## config.mk

```make
export PLATFORM = sky130hd
export DESIGN_NAME = shared_port_fetch_arb
export DESIGN_NICKNAME = d
export VERILOG_FILES = /design/src/rtl/upf_pkg.sv /design/src/rtl/upf_rst_sync.sv /design/src/rtl/upf_conflict.sv /design/src/rtl/upf_port_mux.sv /design/src/rtl/upf_fetch_gate.sv /design/src/rtl/shared_port_fetch_arb.sv
export SDC_FILE = /design/constraint.sdc
export NUM_CORES = 1
export LEC_CHECK = 0
export ABC_AREA = 1
export BUFFER_PORTS_ARGS = -buffer_cell sky130_fd_sc_hd__buf_2
export CORE_UTILIZATION = 29
export DETAILED_ROUTE_END_ITERATION = 7
export HOLD_SLACK_MARGIN = 0.02
export PLACE_DENSITY_LB_ADDON = 0.25
export SYNTH_ARGS = -nofsm -noshare
export SYNTH_HDL_FRONTEND = slang
export SYNTH_SLANG_ARGS = --single-unit
```

## constraint.sdc

```tcl
create_clock -name clk -period 1.35 [get_ports clk]
set_input_delay 0.27 -clock clk [delete_from_list [all_inputs] [get_ports clk]]
set_output_delay 0.27 -clock clk [all_outputs]
set_load 0.03 [all_outputs]
```

## src/rtl/upf_pkg.sv

```systemverilog
package upf_pkg;

  typedef enum logic [1:0] {
    CLS_ALU   = 2'b00,
    CLS_LOAD  = 2'b01,
    CLS_STORE = 2'b10,
    CLS_CTRL  = 2'b11
  } ms_cls_e;

  function automatic logic cls_is_memref(input ms_cls_e c);
    return (c == CLS_LOAD) || (c == CLS_STORE);
  endfunction

endpackage

```

## src/rtl/upf_rst_sync.sv

```systemverilog
module upf_rst_sync #(
  parameter int STAGES = 2
) (
  input  logic clk,
  input  logic rst_n,
  output logic run_o
);
  logic [STAGES-1:0] sync_q;
  logic [STAGES-1:0] sync_d;

  always_comb begin
    sync_d = {sync_q[STAGES-2:0], 1'b1};
  end

  always_ff @(posedge clk or negedge rst_n) begin
    if (!rst_n) sync_q <= '0;
    else        sync_q <= sync_d;
  end

  assign run_o = sync_q[STAGES-1];
endmodule

```

## src/rtl/upf_conflict.sv

```systemverilog
module upf_conflict
  import upf_pkg::*;
(
  input  logic clk,
  input  logic rst_n,
  input  logic run_i,
  input  logic ms_vld_i,
  input  logic [1:0] ms_cls_i,
  output logic conflict_o,
  output logic is_store_o
);
  ms_cls_e cls;

  always_comb begin
    cls        = ms_cls_e'(ms_cls_i);
    conflict_o = run_i && ms_vld_i && cls_is_memref(cls);
    is_store_o = conflict_o && (cls == CLS_STORE);
  end

  // an empty memory-stage slot never takes the port
  a_r8_invalid_no_conflict: assert property (@(posedge clk) disable iff (!rst_n)
    !ms_vld_i |-> !conflict_o);
endmodule

```

## src/rtl/upf_port_mux.sv

```systemverilog
module upf_port_mux #(
  parameter int ADDR_W = 32
) (
  input  logic              clk,
  input  logic              rst_n,
  input  logic              run_i,
  input  logic              conflict_i,
  input  logic              is_store_i,
  input  logic [ADDR_W-1:0] pc_i,
  input  logic [ADDR_W-1:0] ms_addr_i,
  output logic              req_o,
  output logic              we_o,
  output logic              is_data_o,
  output logic [ADDR_W-1:0] addr_o
);
  always_comb begin
    req_o     = run_i;
    is_data_o = conflict_i;
    we_o      = conflict_i && is_store_i;
    addr_o    = conflict_i ? ms_addr_i : pc_i;
  end

  // a write is only issued on behalf of the data side
  a_r4_write_is_data: assert property (@(posedge clk) disable iff (!rst_n)
    we_o |-> (is_data_o && req_o));
  // no port activity while idle
  a_r1_idle_no_req: assert property (@(posedge clk) disable iff (!rst_n)
    !run_i |-> (!req_o && !we_o));
endmodule

```

## src/rtl/upf_fetch_gate.sv

```systemverilog
module upf_fetch_gate (
  input  logic clk,
  input  logic rst_n,
  input  logic run_i,
  input  logic conflict_i,
  output logic pc_en_o,
  output logic ifid_en_o,
  output logic stall_o,
  output logic ifid_vld_o
);
  logic vld_q, vld_d;
  logic fetch_ok;

  always_comb begin
    fetch_ok  = run_i && !conflict_i;
    pc_en_o   = fetch_ok;
    ifid_en_o = fetch_ok;
    stall_o   = conflict_i;
    vld_d     = vld_q;
    if (!run_i)          vld_d = 1'b0;
    else if (conflict_i) vld_d = 1'b0;
    else                 vld_d = 1'b1;
  end

  always_ff @(posedge clk or negedge rst_n) begin
    if (!rst_n) vld_q <= 1'b0;
    else        vld_q <= vld_d;
  end

  assign ifid_vld_o = vld_q;

  // a conflict freezes both fetch-side registers
  a_r6_freeze: assert property (@(posedge clk) disable iff (!rst_n)
    stall_o |-> (!pc_en_o && !ifid_en_o));
  // the slot after a conflict is a bubble
  a_r7_bubble_next: assert property (@(posedge clk) disable iff (!rst_n)
    stall_o |=> !ifid_vld_o);
  // the slot after a fetch is valid
  a_r7_fetch_next: assert property (@(posedge clk) disable iff (!rst_n)
    pc_en_o |=> ifid_vld_o);
endmodule

```

## src/rtl/shared_port_fetch_arb.sv

```systemverilog
module shared_port_fetch_arb #(
  parameter int ADDR_W      = 32,
  parameter int SYNC_STAGES = 2
) (
  input  logic              clk,
  input  logic              rst_n,
  input  logic              ms_vld_i,
  input  logic [1:0]        ms_cls_i,
  input  logic [ADDR_W-1:0] ms_addr_i,
  input  logic [ADDR_W-1:0] pc_i,
  output logic              port_req_o,
  output logic              port_we_o,
  output logic              port_is_data_o,
  output logic [ADDR_W-1:0] port_addr_o,
  output logic              pc_en_o,
  output logic              ifid_en_o,
  output logic              stall_o,
  output logic              ifid_vld_o
);
  logic run;
  logic conflict;
  logic is_store;

  upf_rst_sync #(.STAGES(SYNC_STAGES)) u_sync (
    .clk(clk), .rst_n(rst_n), .run_o(run));

  upf_conflict u_conf (
    .clk(clk), .rst_n(rst_n), .run_i(run), .ms_vld_i(ms_vld_i),
    .ms_cls_i(ms_cls_i), .conflict_o(conflict), .is_store_o(is_store));

  upf_port_mux #(.ADDR_W(ADDR_W)) u_mux (
    .clk(clk), .rst_n(rst_n), .run_i(run), .conflict_i(conflict),
    .is_store_i(is_store), .pc_i(pc_i), .ms_addr_i(ms_addr_i),
    .req_o(port_req_o), .we_o(port_we_o), .is_data_o(port_is_data_o),
    .addr_o(port_addr_o));

  upf_fetch_gate u_gate (
    .clk(clk), .rst_n(rst_n), .run_i(run), .conflict_i(conflict),
    .pc_en_o(pc_en_o), .ifid_en_o(ifid_en_o), .stall_o(stall_o),
    .ifid_vld_o(ifid_vld_o));

  // the data side owns the address whenever it holds the port
  a_r3_data_addr: assert property (@(posedge clk) disable iff (!rst_n)
    port_is_data_o |-> (port_addr_o == ms_addr_i));
  // fetch cycles present the program counter
  a_r5_fetch_addr: assert property (@(posedge clk) disable iff (!rst_n)
    pc_en_o |-> (port_addr_o == pc_i && !port_we_o));
  // port ownership and stall agree
  a_r2_stall_is_data: assert property (@(posedge clk) disable iff (!rst_n)
    stall_o == port_is_data_o);
endmodule

```

==> results of run 1 <==
-- through the flow --
| step | cell area [um^2] | std cells | util, % | TNS [ns] | hold slack (ns) |
|---|---|---|---|---|---|
| floorplan | 805 | 125 | - | -0.550 | -0.0256 |
| global placement | 1340 | 251 | 60.2 | -6.72 | 0.0660 |
| detailed placement | 1340 | 251 | 60.2 | -7.39 | 0.0667 |
| CTS | 1630 | 257 | 73.1 | -5.70 | 0.333 |
| global route | 1670 | 259 | 74.6 | -7.57 | 0.348 |
| finish | 1670 | 259 | 74.6 | -5.96 | 0.340 |
-- state kept, by name, indices dropped and copies added, names as in the netlist --
register           cells
u_gate.ifid_vld_o      1
u_sync.sync_q          2
-- metal layers --
metal / up-vias / part of all wire [%]
met5: - / 0
met4: 0 / 1.1
met3: 4 / 7.0
met2: 56 / 57
met1: 558 / 35
li1: 633 / -
-- final cells by class --
class	count	area [um^2]	area share, %
repair buffers	118	895	53.7
clock buffers	4	26.3	1.58
flip-flops and latches	3	76.3	4.58
multi-input cells	101	607	36.4
well taps	28	35.0	2.10
inverters	5	27.5	1.65
-- logic make-up (layout without fill, tap and decap cells) --
group / after synthesis / in the layout
fa+ha+maj: 1 / 1
buf+inv: 21 / 127
flops: 3 / 3
other cells: 1 / 1
simple gates: 99 / 99
-- final timing paths --
| check | slack, ns | start | cells past startpoint | endpoint |
|---|---|---|---|---|
| max in group asynchronous | 0.86 | rst_n | 2 | u_sync.sync_q[1] |
| setup reg to reg | 0.38 | u_sync.sync_q[1] | 3 | u_gate.ifid_vld_o |
| hold / removal | 0.34 | u_sync.sync_q[0] | 0 | u_sync.sync_q[1] |
| hold reg to reg | 0.34 | u_sync.sync_q[0] | 0 | u_sync.sync_q[1] |
| min in group asynchronous | 0.37 | rst_n | 2 | u_gate.ifid_vld_o |
| setup / recovery | -0.20 | u_sync.sync_q[1] | 4 | pc_en_o |
-- report_power, final --
part           leakage, nW  internal (W)  switching, W   total, W
registers           0.0343     0.0000958    0.00000333  0.0000991
logic                0.874      0.000339      0.000429   0.000768
clock network       0.0150      0.000111     0.0000573   0.000169
total                0.923      0.000546      0.000490    0.00104
-- cells in the mapped netlist --
cell,number,area (um^2)
nor2_1,2,7.51
dfrtp_1,3,75.1
buf_2,7,35.0
nand2_1,64,240
nand4_1,32,200
nand3_4,1,17.5
conb_1,1,3.75
buf_4,6,45.0
inv_2,1,3.75
inv_1,4,15.0
buf_6,3,33.8
ha_1,1,12.5
-- cell usage in the layout (no fill, tap or decap), drive strengths merged --
cell type,n
ha,1
conb,1
nand3,1
nand2,64
inv,4
nand4,32
dlygate4sd3,1
nor2,2
buf,117
clkinvlp,1
clkbuf,4
dfrtp,3
-- timing repair --
| action | CTS | global route |
|---|---|---|
| hold endpoints to repair | 3 | 0 |
| setup buffers | 0 | 2 |
| cloned | 1 | 0 |
| resized for setup | 79 | 6 |
| setup endpoints to repair | 38 | 37 |
| pin swaps | 2 | 1 |
| hold buffers | 1 | 0 |
==> impl_metrics.csv, run 1 <==
group,metric,value,unit
timing,rsz0062_at_grt,"yes",
floorplan,fp.dieH,50.8,um
logic_synthesis,synthCells,125,
logic_synthesis,synth_nets,195,
power_and_ir_drop,p_leak,0.923,nW
drt,drc,0,
floorplan,start_util,30.9,%
status,run_status,"complete, but fails checks",
clock_network,root_buffer,"clkbuf_4",
power_and_ir_drop,power_density,622,nW/um^2
timing,fin_crit_sh,115,%
logic_synthesis,synth-seq-cells,3,
timing,hold_viol,0,
global_routing,grt_pass1_wl,4650,um
place,portBuffers,107,
global_routing,grt_pass1_vias,1131,
worst_setup_path,slowest_stage,"dfrtp_2",
logic_synthesis,synth-seq-area-share,10.9,%
finish,area_growth_syn_to_layout,142,%
global_routing,use_met2,48.0,%
status,failed_checks,"negative setup slack",
global_routing,top_usage_layer,"met2",
floorplan,core,2230,um^2
global_routing,grtUsageMet1,22.3,%
global_routing,met3_usage,3.33,%
floorplan,num_rows,17,
logic_synthesis,synthSimpleGateAreaFrac,67.5,%
logic_synthesis,synth_compound_area_share,0,%
clock_network,cts_buffer_depth,2,
logic_synthesis,synth_mux_area_share,0,%
worst_hold_path,min_path_type,"reg -> reg",
place,place.gp.congestion,0.722,
clock_network,cts_sinks,3,
timing,fin_skew,0.00682,ns
worst_setup_path,start_kind,"register",
drt,initialDrtViolationCount,12,
global_routing,grt_overflow,0,
clock_network,cts_made_buffers,3,
floorplan,ios,108,
worst_setup_path,critPathCaptureType,"output pin",
logic_synthesis,synth_area,689,um^2
timing,finalSetupViolCount,37,
worst_setup_path,arrival,1.28,ns
power_and_ir_drop,power,0.00104,W
worst_setup_path,crit_type,"reg -> out",
clock_network,clk_latency,0.25,ns
job,maxCapViolations,0,
logic_synthesis,synthAdderAreaFrac,1.81,%
worst_setup_path,required,1.08,ns
global_routing,grt_max_degree,33,
timing,slew_viol_final,0,
logic_synthesis,ys_warn_count,0,
worst_setup_path,critPathBufInv,2,
clock_network,clkTransAtPathRegs,0.04,ns
logic_synthesis,syn_area_per_cell,5.52,um^2
drt,via_per_inst,4.83,
drt,first_pass_iters,4,
place,pre_cts_ws,-0.230,ns
logic_synthesis,synth_top_family_by_area,"simple AND/OR/NAND/NOR gates",
drt,wl_per_cell,12.1,um
logic_synthesis,synth_xor_area_share,0,%
worst_setup_path,path_max_fanout,5,
clock_network,htree_num_levels,1,
timing,fmax,644,MHz
floorplan,dieArea,2580,um^2
place,dp_hpwl,2100,um
drt,via_count,1251,
drt,ant_nets,0,
worst_setup_path,crit_chain,"nand3_4 -> clkinvlp_4 -> nor2_4 -> buf_6",
finish,n_antenna_cell,0,
power_and_ir_drop,vdd_drop_max,0.598,mV
global_routing,antenna_found_initial,0,
finish,layout-drive-gt1-share,71.4,%
drt,routed_wl,3130,um
finish,nets,302,
worst_setup_path,crit_path_max_incr_delay,0.43,ns
floorplan,die_x,50.8,um
clock_network,cts_tree,"done",
finish,fillers,188,
worst_setup_path,cp_top_family,"flip-flops",
logic_synthesis,netlist-cell-type-count,12,
global_routing,track_usage,23.3,%
timing,period_minus_slack,1.55,ns
timing,fin_ws,-0.202,ns
Power figures use the tool's default switching activity.
==> run 2: changes to the inputs <==
--- a/config.mk
+++ b/config.mk
@@ -7,6 +7,7 @@
 export LEC_CHECK = 0
 export ABC_AREA = 1
 export BUFFER_PORTS_ARGS = -buffer_cell sky130_fd_sc_hd__buf_2
+export CORE_MARGIN = 2
 export CORE_UTILIZATION = 29
 export DETAILED_ROUTE_END_ITERATION = 7
 export HOLD_SLACK_MARGIN = 0.02
==> impl_metrics.csv, run 2 (same netlist as run 1, synthesis figures left out) <==
group,metric,value,unit
worst_setup_path,critPathBufInv,2,
worst_setup_path,slowest_stage,"dfrtp_2",
status,failed_checks,"negative setup slack",
place,dp_hpwl,2310,um
floorplan,start_util,30.9,%
timing,fin_ws,-0.184,ns
finish,largest_register_ff_count,2,
power_and_ir_drop,p_comb_share,74.6,%
power_and_ir_drop,seqPwrFrac,9.4,%
power_and_ir_drop,p_leak,0.939,nW
timing,hold_viol,0,
global_routing,grtUsageMet1,26.6,%
global_routing,met3_usage,5.43,%
worst_setup_path,crit_type,"reg -> out",
floorplan,fp.dieH,52.8,um
finish,n_antenna_cell,0,
finish,nets,305,
global_routing,top_usage_layer,"met2",
timing,holdWs,0.350,ns
job,maxCapViolations,0,
floorplan,num_rows,17,
clock_network,htree_num_levels,1,
global_routing,grt_max_degree,19,
global_routing,grt_pass1_vias,1173,
place,place.gp.congestion,0.792,
worst_setup_path,path_max_fanout,18,
clock_network,root_buffer,"clkbuf_4",
power_and_ir_drop,power_density,624,nW/um^2
clock_network,clk_latency,0.25,ns
floorplan,ios,108,
drt,initialDrtViolationCount,28,
worst_setup_path,start_kind,"register",
finish,area_growth_syn_to_layout,146,%
global_routing,track_usage,24.6,%
status,run_status,"complete, but fails checks",
drt,drc,0,
clock_network,clkTransAtPathRegs,0.04,ns
global_routing,grt_overflow,0,
timing,rsz0062_at_grt,"yes",
floorplan,dieArea,2780,um^2
floorplan,core,2230,um^2
timing,slew_viol_final,0,
drt,wl_per_cell,13.0,um
timing,finalSetupViolCount,37,
place,portBuffers,107,
timing,fmax,652,MHz
clock_network,cts_made_buffers,3,
clock_network,cts_sinks,3,
global_routing,use_met2,45.2,%
finish,mostFrequentLayoutCells,"buf_2, buf_6, nand2_2",
global_routing,grt_pass1_wl,5160,um
finish,layout_commonest_cell,"buf_2",
power_and_ir_drop,p_sw,0.000499,W
worst_setup_path,cp_top_family,"flip-flops",
finish,finish.utilization,75.9,%
drt,via_count,1281,
clock_network,cts_buffer_depth,2,
power_and_ir_drop,pwr-share-clk,16.0,%
place,place_inst,254,
worst_hold_path,min_path_type,"reg -> reg",
worst_setup_path,r2r_slack,0.30,ns
drt,via_per_inst,4.89,
place,pre_cts_ws,-0.241,ns
timing,fin_crit_sh,114,%
worst_setup_path,arrival,1.26,ns
clock_network,cts_tree,"done",
timing,fin_setup_tns,-5.68,ns
global_routing,antenna_found_initial,0,
timing,period_minus_slack,1.53,ns
drt,ant_nets,0,
worst_setup_path,crit_chain,"nand3_4 -> buf_12 -> nand2_1 -> nand2_2 -> buf_4",
timing,fin_skew,0.00700,ns
worst_setup_path,required,1.08,ns
finish,instances_no_fill,262,
drt,routed_wl,3400,um
drt,first_pass_iters,4,
power_and_ir_drop,internal_power,0.000559,W
floorplan,die_x,52.8,um
power_and_ir_drop,p_sw_share,47.2,%
finish,layout-drive-gt1-share,72.2,%
worst_setup_path,critPathCaptureType,"output pin",
power_and_ir_drop,vdd_drop_max,0.808,mV
worst_setup_path,crit_path_max_incr_delay,0.42,ns
finish,largest_register,"u_sync.sync_q",
-- run 2: final timing paths --
path,from,endpoint,cells past startpoint
max,u_sync.sync_q[1],port_addr_o[12],5
min,u_sync.sync_q[0],u_sync.sync_q[1],0
max reg2reg,u_sync.sync_q[1],u_gate.ifid_vld_o,4
min reg2reg,u_sync.sync_q[0],u_sync.sync_q[1],0
max in group asynchronous,rst_n,u_sync.sync_q[1],2
min in group asynchronous,rst_n,u_sync.sync_q[0],2
-- run 2: layout make-up --
class                           count  area (um^2)
Clock buffer                        4         26.3
Fill cell                         168          538
Inverter                            5         30.0
Multi-Input combinational cell    101          604
Sequential cell                     3         76.3
Tap cell                           28         35.0
Timing Repair Buffer              121          923
-- run 2: power groups by stage --
stage               Sequential (W)  Clock [W]  Combinational, W
floorplan                 0.000106          0          0.000402
global placement          0.000100          0          0.000614
detailed placement        0.000100          0          0.000622
CTS                      0.0000993   0.000177          0.000772
global route              0.000101   0.000185          0.000838
finish                   0.0000998   0.000169          0.000789
-- run 2: worst reg2reg max path, stage by stage (launching register included) --
cell        delay, ns
dfrtp_2          0.44
nand3_4          0.12
clkinvlp_4       0.15
nor2_4           0.14
buf_4            0.13
-- run 2: metrics by stage --
stage | power [W] | area, um^2
final | 0.00106 | 1700
after global routing | 0.00112 | 1700
after CTS | 0.00105 | 1670
after detailed placement | 0.000723 | 1350
after global placement | 0.000714 | 1350
after floorplan | 0.000509 | 805
-- run 2: metal layers --
metal	vias to the layer above	share of wire, %	wire length (um)
met5	-	0	0
met4	0	1.3	44
met3	4	7.3	249
met2	66	54	1840
met1	572	37	1270
li1	639	-	-
-- run 2: what timing repair did --
| action | CTS | global route |
|---|---|---|
| pin swaps | 1 | 2 |
| gates resized for setup | 84 | 6 |
| hold endpoints to repair | 3 | 0 |
| buffers inserted | 2 | 1 |
| setup endpoints to repair | 37 | 37 |
| hold buffers | 1 | 0 |
